==> src/rtl/scs_pkg.sv <==
package scs_pkg;
  localparam int FRAME_BITS = 16;
  localparam int AW = 5;
  localparam int DW = 8;
  localparam int CW = $clog2(FRAME_BITS + 1);

  typedef struct packed {
    logic          rd;
    logic [1:0]    rsv;
    logic [AW-1:0] addr;
    logic [DW-1:0] data;
  } frame_t;

  function automatic frame_t split_frame(input logic [FRAME_BITS-1:0] w);
    frame_t f;
    f.rd   = w[15];
    f.rsv  = w[14:13];
    f.addr = w[12:8];
    f.data = w[7:0];
    return f;
  endfunction

  function automatic logic frame_usable(input logic [CW-1:0] n, input frame_t f);
    return (n == CW'(FRAME_BITS)) && (f.rsv == 2'b00);
  endfunction
endpackage

==> src/rtl/scs_pin_sync.sv <==
module scs_pin_sync #(
  parameter int WIDTH = 1,
  parameter int STAGES = 2,
  parameter logic [WIDTH-1:0] RST_VAL = '0
) (
  input  logic             clk,
  input  logic             rst_n,
  input  logic [WIDTH-1:0] d_in,
  output logic [WIDTH-1:0] q
);
  logic [WIDTH-1:0] chain [STAGES];

  always_ff @(posedge clk or negedge rst_n) begin
    if (!rst_n) chain[0] <= RST_VAL;
    else        chain[0] <= d_in;
  end

  for (genvar s = 1; s < STAGES; s++) begin : g_stage
    always_ff @(posedge clk or negedge rst_n) begin
      if (!rst_n) chain[s] <= RST_VAL;
      else        chain[s] <= chain[s-1];
    end
  end

  assign q = chain[STAGES-1];
endmodule

==> src/rtl/scs_frame.sv <==
module scs_frame
  import scs_pkg::*;
(
  input  logic          clk,
  input  logic          rst_n,
  input  logic          sel,
  input  logic          sclk_s,
  input  logic          sdi_s,
  input  logic [DW-1:0] rd_data,
  output logic [AW-1:0] rd_addr,
  output logic          commit,
  output frame_t        frame,
  output logic          sdo_bit
);
  localparam logic [CW-1:0] FULL = CW'(FRAME_BITS);
  localparam logic [CW-1:0] HALF = CW'(FRAME_BITS / 2);

  logic                  sclk_d, sel_d;
  logic                  sclk_rise, sclk_fall, frame_start, frame_stop;
  logic [CW-1:0]         bit_cnt;
  logic [FRAME_BITS-1:0] shift_q;
  logic [DW-1:0]         out_sr;

  always_ff @(posedge clk or negedge rst_n) begin
    if (!rst_n) begin
      sclk_d <= 1'b0;
      sel_d  <= 1'b0;
    end else begin
      sclk_d <= sclk_s;
      sel_d  <= sel;
    end
  end

  assign sclk_rise   = sclk_s & ~sclk_d;
  assign sclk_fall   = ~sclk_s & sclk_d;
  assign frame_start = sel & ~sel_d;
  assign frame_stop  = ~sel & sel_d;

  always_ff @(posedge clk or negedge rst_n) begin
    if (!rst_n) begin
      bit_cnt <= '0;
      shift_q <= '0;
      out_sr  <= '0;
    end else if (frame_start) begin
      bit_cnt <= '0;
      shift_q <= '0;
      out_sr  <= '0;
    end else if (frame_stop) begin
      out_sr <= '0;
    end else if (sel) begin
      if (sclk_rise && bit_cnt < FULL) begin
        shift_q <= {shift_q[FRAME_BITS-2:0], sdi_s};
        bit_cnt <= bit_cnt + 1'b1;
      end
      if (sclk_fall) begin
        if (bit_cnt == HALF)     out_sr <= rd_data;
        else if (bit_cnt > HALF) out_sr <= {out_sr[DW-2:0], 1'b0};
      end
    end
  end

  assign rd_addr = shift_q[AW-1:0];
  assign frame   = split_frame(shift_q);
  assign commit  = frame_stop && frame_usable(bit_cnt, frame);
  assign sdo_bit = out_sr[DW-1];


  cnt_sat_chk: assert property (@(posedge clk) disable iff (!rst_n)
    (bit_cnt == FULL && !frame_start) |=> bit_cnt == FULL);


  sdo_idle_chk: assert property (@(posedge clk) disable iff (!rst_n)
    (!sel && !$past(sel)) |-> !sdo_bit);
endmodule

==> src/rtl/scs_reg_bank.sv <==
module scs_reg_bank
  import scs_pkg::*;
#(
  parameter int NREG = 3
) (
  input  logic             clk,
  input  logic             rst_n,
  input  logic             commit,
  input  logic             wr_rd,
  input  logic [AW-1:0]    wr_addr,
  input  logic [DW-1:0]    wr_data,
  input  logic [AW-1:0]    rd_addr,
  output logic [DW-1:0]    rd_data,
  output logic [NREG*DW-1:0] regs_flat,
  output logic [AW-1:0]    last_addr
);
  logic [DW-1:0] regs [NREG];
  logic [NREG-1:0] wr_vec;

  for (genvar i = 0; i < NREG; i++) begin : g_reg
    assign wr_vec[i] = commit && !wr_rd && (wr_addr == AW'(i));

    always_ff @(posedge clk or negedge rst_n) begin
      if (!rst_n)         regs[i] <= '0;
      else if (wr_vec[i]) regs[i] <= wr_data;
    end

    assign regs_flat[i*DW +: DW] = regs[i];


    reg_hold_chk: assert property (@(posedge clk) disable iff (!rst_n)
      (regs[i] != $past(regs[i])) |-> $past(wr_vec[i]));
  end

  always_comb begin
    rd_data = '0;
    for (int i = 0; i < NREG; i++)
      if (rd_addr == AW'(i)) rd_data = regs[i];
  end

  always_ff @(posedge clk or negedge rst_n) begin
    if (!rst_n)      last_addr <= '0;
    else if (commit) last_addr <= wr_addr;
  end


  addr_hold_chk: assert property (@(posedge clk) disable iff (!rst_n)
    (last_addr != $past(last_addr)) |-> $past(commit));
endmodule

==> src/rtl/ser_cfg_slave.sv <==
module ser_cfg_slave
  import scs_pkg::*;
#(
  parameter int NREG = 3,
  parameter int SYNC_STAGES = 2
) (
  input  logic              clk,
  input  logic              rst_n,
  input  logic              cs_n,
  input  logic              sclk,
  input  logic              sdi,
  output logic              sdo,
  output logic              sdo_oe,
  output logic [NREG*8-1:0] cfg_q,
  output logic [4:0]        cur_addr
);
  logic [2:0]    pins_s;
  logic          sel;
  logic          commit;
  frame_t        frame;
  logic [AW-1:0] rd_addr;
  logic [DW-1:0] rd_data;

  scs_pin_sync #(.WIDTH(3), .STAGES(SYNC_STAGES), .RST_VAL(3'b100)) u_sync (
    .clk(clk), .rst_n(rst_n), .d_in({cs_n, sclk, sdi}), .q(pins_s)
  );

  assign sel = ~pins_s[2];

  scs_frame u_frame (
    .clk(clk), .rst_n(rst_n), .sel(sel), .sclk_s(pins_s[1]), .sdi_s(pins_s[0]),
    .rd_data(rd_data), .rd_addr(rd_addr), .commit(commit), .frame(frame),
    .sdo_bit(sdo)
  );

  scs_reg_bank #(.NREG(NREG)) u_bank (
    .clk(clk), .rst_n(rst_n), .commit(commit), .wr_rd(frame.rd),
    .wr_addr(frame.addr), .wr_data(frame.data), .rd_addr(rd_addr),
    .rd_data(rd_data), .regs_flat(cfg_q), .last_addr(cur_addr)
  );

  assign sdo_oe = ~cs_n;
endmodule

==> config.mk <==
export PLATFORM = sky130hd
export DESIGN_NAME = ser_cfg_slave
export DESIGN_NICKNAME = d
export VERILOG_FILES = /design/src/rtl/scs_pkg.sv /design/src/rtl/scs_pin_sync.sv /design/src/rtl/scs_frame.sv /design/src/rtl/scs_reg_bank.sv /design/src/rtl/ser_cfg_slave.sv
export SDC_FILE = /design/constraint.sdc
export NUM_CORES = 1
export LEC_CHECK = 0
export BUFFER_PORTS_ARGS = -buffer_cell sky130_fd_sc_hd__buf_4
export CORE_UTILIZATION = 54
export CTS_BUF_LIST = sky130_fd_sc_hd__clkbuf_4
export CTS_CLUSTER_SIZE = 10
export DETAILED_ROUTE_END_ITERATION = 8
export PLACE_DENSITY = 0.78
export SLEW_MARGIN = 30
export SYNTH_ARGS = -nofsm -noshare
export SYNTH_HDL_FRONTEND = slang
export SYNTH_SLANG_ARGS = --single-unit
==> constraint.sdc <==
create_clock -name clk -period 1.93 [get_ports clk]
set_clock_uncertainty 0.2 [all_clocks]
set_input_delay 0.4825 -clock clk [delete_from_list [all_inputs] [get_ports clk]]
set_output_delay 0.4825 -clock clk [all_outputs]
set_load 0.05 [all_outputs]
Yosys cells after proc, flatten, opt, wreduce, memory -nomap -nowiden
Cells that the tools add are included.
{"block": "classes", "addsub": 1, "n_lt_le_gt_ge": 2, "n_eq_ne": 9, "muxes": 17, "bitwise": 9, "n_reduce_logical": 16}
{"cell": "$mux W8", "count": 9}
{"cell": "$mux W16", "count": 4}
{"cell": "$mux W5", "count": 4}
{"cell": "$eq A5 B1 Y1 const B", "count": 2}
{"cell": "$eq A5 B2 Y1 const B", "count": 2}
{"cell": "$logic_not A5 Y1", "count": 2}
{"cell": "$logic_and A1 B1 Y1", "count": 7}
{"cell": "$reduce_and A3 Y1", "count": 2}
{"cell": "$add A5 B1 Y5 const B", "count": 1}
{"cell": "$eq A5 B4 Y1 const B", "count": 1}
{"cell": "$eq A5 B5 Y1 const B", "count": 1}
{"cell": "$gt A5 B4 Y1 const B", "count": 1}
{"cell": "$lt A5 B5 Y1 const B", "count": 1}
{"cell": "$not A1 Y1", "count": 5}
{"cell": "$and A1 B1 Y1", "count": 4}
{"cell": "$ne A2 B1 Y1 const B", "count": 2}
{"cell": "$reduce_bool A4 Y1", "count": 1}
{"cell": "$ne A3 B1 Y1 const B", "count": 1}
{"cell": "$reduce_bool A3 Y1", "count": 1}
{"cell": "$logic_not A2 Y1", "count": 1}
{"cell": "$reduce_bool A2 Y1", "count": 1}
{"cell": "$logic_not A1 Y1", "count": 1}
{"block": "totals", "regBits": 66, "in_bits": 5, "word_cells": 65}

Logic depth before layout (Yosys ltp)
{"block": "depth", "word_depth": 9, "mapped_depth": 7, "mapped_depth_nobuf": 6}

By module
From an unflattened synthesis, not the netlist that was laid out.
{"block": "unflattened", "cells_unflattened": 223, "area_unflattened_um2": 3125.5}
{"mod": "scs_frame", "n_inst": 1, "cells_per_inst": 127, "area_each_um2": 1639.1, "seq_area_each_um2": 775.7}
{"mod": "scs_reg_bank", "n_inst": 1, "cells_per_inst": 85, "area_each_um2": 1303.8, "seq_area_each_um2": 725.7}
{"mod": "scs_pin_sync", "n_inst": 1, "cells_per_inst": 9, "area_each_um2": 175.2, "seq_area_each_um2": 152.6}
{"mod": "ser_cfg_slave", "n_inst": 1, "cells_per_inst": 2, "area_each_um2": 7.5, "seq_area_each_um2": 0.0}

Least setup slack after synthesis
OpenSTA, ideal clock, no wires.
{"block": "synth_timing", "path_type": "register -> register", "startpoint": "register u_sync.chain, in the netlist u_sync.q[2]", "endpoint": "register u_frame.shift_q[14] (netlist: u_frame.frame[14])", "setup_time_ns": 0.128, "arrival_time_ns": 1.758, "required_time_ns": 1.602, "setup_slack_ns": -0.155, "path_stages_with_launch": 7, "n_path_buf": 2, "synth_period_minus_slack_ns": 2.085, "path_cell_list": "dfstp_2 -> inv_1 -> ha_1 -> o21ai_0 -> clkbuf_1 -> buf_2 -> o21ai_0"}
{"block": "synth_between", "elab_chain_len": 4}
{"item": "start: declaration", "line_no": "scs_pin_sync.sv:11", "rtl": "logic [WIDTH-1:0] chain [STAGES];"}
{"item": "start signal: indexed assignment", "line_no": "scs_pin_sync.sv:21", "rtl": "else chain[s] <= chain[s-1];"}
{"item": "$not A1 Y1 *", "line_no": "ser_cfg_slave.sv:28", "rtl": "assign sel = ~pins_s[2];"}
{"item": "named net sel", "line_no": "ser_cfg_slave.sv:18", "rtl": "logic sel;"}
{"item": "$and A1 B1 Y1 *", "line_no": "scs_frame.sv:36", "rtl": "assign frame_start = sel & ~sel_d;"}
{"item": "$ne A2 B1 Y1 (no source line) / $reduce_bool A2 Y1 (equally long branches)"}
{"item": "$reduce_and A3 Y1 (no source line)"}
{"item": "end signal: assignment", "line_no": "scs_frame.sv:52", "rtl": "shift_q <= {shift_q[FRAME_BITS-2:0], sdi_s};"}
{"item": "end: declaration", "line_no": "scs_frame.sv:21", "rtl": "logic [FRAME_BITS-1:0] shift_q;"}
Mark *: on every way through the listed nets, which the timed path passes. The rest lies on a longest branch.
A chain may end at the register's enable or synchronous reset.

Worst setup path in the final report
{"block": "layout_timing", "startpoint": "register u_frame.shift_q[12] (netlist: u_frame.frame[12])", "endpoint": "register u_bank.regs, in the netlist u_bank.regs_flat[7]"}
{"block": "layout_between", "elab_chain_len": 2}
{"item": "$logic_not A5 Y1", "line_no": "scs_reg_bank.sv:21", "rtl": "assign wr_vec[i] = commit && !wr_rd && (wr_addr == AW'(i));"}
{"item": "$logic_and A1 B1 Y1", "line_no": "scs_reg_bank.sv:21"}
{"item": "end signal: indexed assignment", "line_no": "scs_reg_bank.sv:25", "rtl": "else if (wr_vec[i]) regs[i] <= wr_data;"}
{"item": "end: declaration", "line_no": "scs_reg_bank.sv:17", "rtl": "logic [DW-1:0] regs [NREG];"}
No other way between the ends.

==> results.json <==
{
  "cts_buffers": 9,
  "ff2ff_path_depth": 5,
  "place_area_mm2": 0.00345,
  "cpLargestDelayFamily": "simple AND/OR/NAND/NOR gates",
  "synth_fp_nets": 263,
  "hpwl_mm": 4.12,
  "row_count": 26,
  "synth_ff_type": "dfrtp_1",
  "max_stage_delay_ns": 0.55,
  "combinationalPowerShare_pct": 22.5,
  "yosysTopAreaCell": "dfrtp_1",
  "power.switching_mw": 0.907,
  "cts_tree": "done",
  "synth.top_cell.area_share_pct": 54.1,
  "cts-root-buf": "clkbuf_4",
  "cp.depth": 5,
  "tightest_slew_ns": 0.372,
  "slew_headroom_pct": 75.2,
  "first_global_vias": 2035,
  "cap_viol_max_count": 0,
  "worstPathArrival_ns": 2.11,
  "nNetsFinal": 329,
  "timing.final.crit_share_pct": 105,
  "grt_overflow": 0,
  "worst_slack_ns": -0.0970,
  "seqPwrFrac_pct": 49.7,
  "num_io_pins": 36,
  "antenna_cells": 0,
  "avgSynthCellArea_um2": 11.7,
  "htreeDepth": 3,
  "clk_pin_slew_ns": 0.09,
  "clock-sinks": 66,
  "setup_viol": 24,
  "cp_num_buf_inv": 1,
  "max-vdd-ir-drop_mv": 0.560,
  "die_y_um": 76.0,
  "finalMaxSlewViolations": 0,
  "drt_iter0_markers": 85,
  "synth_async_sr_flop_share_pct": 100,
  "clock_latency_ns": 0.40,
  "p_per_area_mw_per_mm2": 821,
  "die_area_mm2": 0.00578,
  "violations": "setup timing",
  "start_util_pct": 56.9,
  "startpoint_type": "flop",
  "min_period_ns": 2.03,
  "track_usage_pct": 23.0,
  "syn_inst": 252,
  "met2WireLength_mm": 2.91,
  "grt_max_degree": 34,
  "cp_max_fo": 8,
  "ys_warn_count": 0,
  "synth_edf_count": 0,
  "power_mw": 3.12,
  "drt_pass1_iterations": 4,
  "dieWidth_um": 76.0,
  "antenna_found_initial": 0,
  "critical_path_required_ns": 2.02,
  "wirelength_mm": 6.20,
  "synth_cell_type_count": 37,
  "p_leak_nw": 1.88,
  "drive_gt1_share_pct": 39.8,
  "vias_per_cell": 5.41,
  "drcViolationCount": 0,
  "rsz0062_at_grt": "yes",
  "p_clk_share_pct": 27.7,
  "wl_per_cell_um": 15.8,
  "syn_area_mm2": 0.00296,
  "min_path_type": "flop to flop",
  "crit_chain": "or4_4, nor2_4, buf_4, nand3_4, mux2_2",
  "final_antenna_net_count": 0,
  "cp-startpoint": "u_frame.frame[12]",
  "worst-setup-path-type": "flop to flop",
  "internal-power_mw": 2.21,
  "yosysSeqAreaShare_pct": 55.9,
  "r2r_end": "u_bank.regs_flat[7]",
  "clock_path_buffers": 2,
  "area_growth_pct": 28.2,
  "synth_commonest_cells": "dfrtp_1, mux2_2, o21ai_0",
  "r2r_start": "u_frame.frame[12]",
  "io_buffer_count": 35,
  "synth-seq-cells": 66,
  "core_mm2": 0.00520,
  "met3WireLength_um": 238,
  "dr_total_vias": 2120,
  "fill_cells": 350,
  "final_area_mm2": 0.00379,
  "hold_viol": 0,
  "gp_congestion": 0.786,
  "rrSetupSlack_ns": -0.1,
  "timing.fmax_mhz": 493,
  "grt_pass1_wl_mm": 10.2,
  "top_layer": "met4",
  "synthTopCellsByArea": "dfrtp_1, mux2_2, o21ai_0, nand2b_1, mux2i_1",
  "cp-end-kind": "flop",
  "critPathSlowestCell": "or4_4",
  "synth.most_common_cell": "dfrtp_1",
  "critPathCapture": "u_bank.regs_flat[7]",
  "status": "complete, but fails checks",
  "met1Wirelength_mm": 2.92,
  "switching_share_pct": 29.1
}
[metal layers]
layer	up-vias	GRT usage [%]
li1	1014	-
met1	1050	32.1
met2	45	34.6
met3	11	4.67
met4	0	11.2
met5	-	0
[placed cells by master (no fill, tap or decap), types with 2 or more instances in the layout]
master / instances
ha_1: 5
nand3_1: 3
nor2b_1: 2
dfstp_2: 2
clkinv_2: 2
nand4b_4: 2
mux2_2: 26
o21ai_0: 24
buf_4: 58
nand2_1: 19
a21oi_1: 7
o21ai_1: 2
buf_12: 2
clkbuf_4: 11
nor2_1: 10
or4_4: 2
nand2b_1: 17
mux2i_1: 8
dfrtp_1: 64
dlygate4sd3_1: 4
mux2_4: 2
o32ai_2: 7
inv_1: 14
[power by group through the flow]
stage / Clock [mW] / Combinational, mW / Sequential [mW]
after global routing: 0.936 / 0.779 / 1.57
after global placement: 0 / 0.572 / 1.57
after floorplan: 0 / 0.324 / 1.60
after CTS: 0.875 / 0.620 / 1.55
after detailed placement: 0 / 0.592 / 1.58
final: 0.864 / 0.702 / 1.55
[final cells by class]
class	instances	area, µm²	share of cell area (%)
flip-flops and latches	66	1650	43.6
multi-input cells	160	1310	34.5
repair buffers	67	567	14.9
well taps	70	87.6	2.31
clock buffers	11	82.6	2.18
inverters	14	52.6	1.38
clock inverters	4	43.8	1.15
[logic make-up after synthesis]
| kind of cell | share of synthesized area, % |
|---|---|
| and+or+nand+nor | 15.3 |
| DFF | 55.9 |
| AOI/OAI and AO/OA | 8.96 |
| muxes | 13.9 |
| buffers and inverters | 3.42 |
| adders and majority gates | 2.54 |
[stage by stage]
stage | worst slack [ns] | hold slack (ns) | TNS, ns | utilization [%] | cells
final | -0.0970 | 0.160 | -1.23 | 72.9 | 392
after CTS | -0.0816 | 0.161 | -1.03 | 70.3 | 388
after detailed placement | -0.0610 | 0.138 | -0.743 | 66.3 | 368
after floorplan | 0.00584 | -0.0131 | 0 | - | 252
after global placement | -0.0245 | 0.135 | -0.155 | 66.3 | 368
after global routing | -0.127 | 0.164 | -2.33 | 72.9 | 392
[sequential cells by signal, indices dropped and copies added, names as in the netlist]
| signal | count |
|---|---|
| u_sync.q | 3 |
| u_bank.regs_flat | 24 |
| u_frame.out_sr | 8 |
| u_sync.chain | 3 |
| u_frame.sclk_d | 1 |
| u_frame.bit_cnt | 5 |
| u_bank.last_addr | 5 |
| u_frame.frame | 16 |
| u_frame.sel_d | 1 |
[worst min-delay path by stage]
stage	from	endpoint	slack, ns	cells past startpoint
floorplan	rst_n	u_bank.last_addr[0]	-0.01	0
global placement	u_sync.chain[3]	u_sync.q[0]	0.13	0
detailed placement	u_sync.chain[4]	u_sync.q[1]	0.14	0
CTS	u_sync.chain[3]	u_sync.q[0]	0.16	0
global route	u_sync.chain[3]	u_sync.q[0]	0.16	0
finish	u_sync.chain[3]	u_sync.q[0]	0.16	0
[timing repair]
action | CTS | global route
hold endpoints to repair | 18 | 0
gates resized for setup | 7 | 15
pin swaps | 1 | 5
hold buffers | 4 | 0
buffers inserted | 1 | 3
setup endpoints to repair | 36 | 53
cloned | 0 | 1
Power figures use the tool's default switching activity.
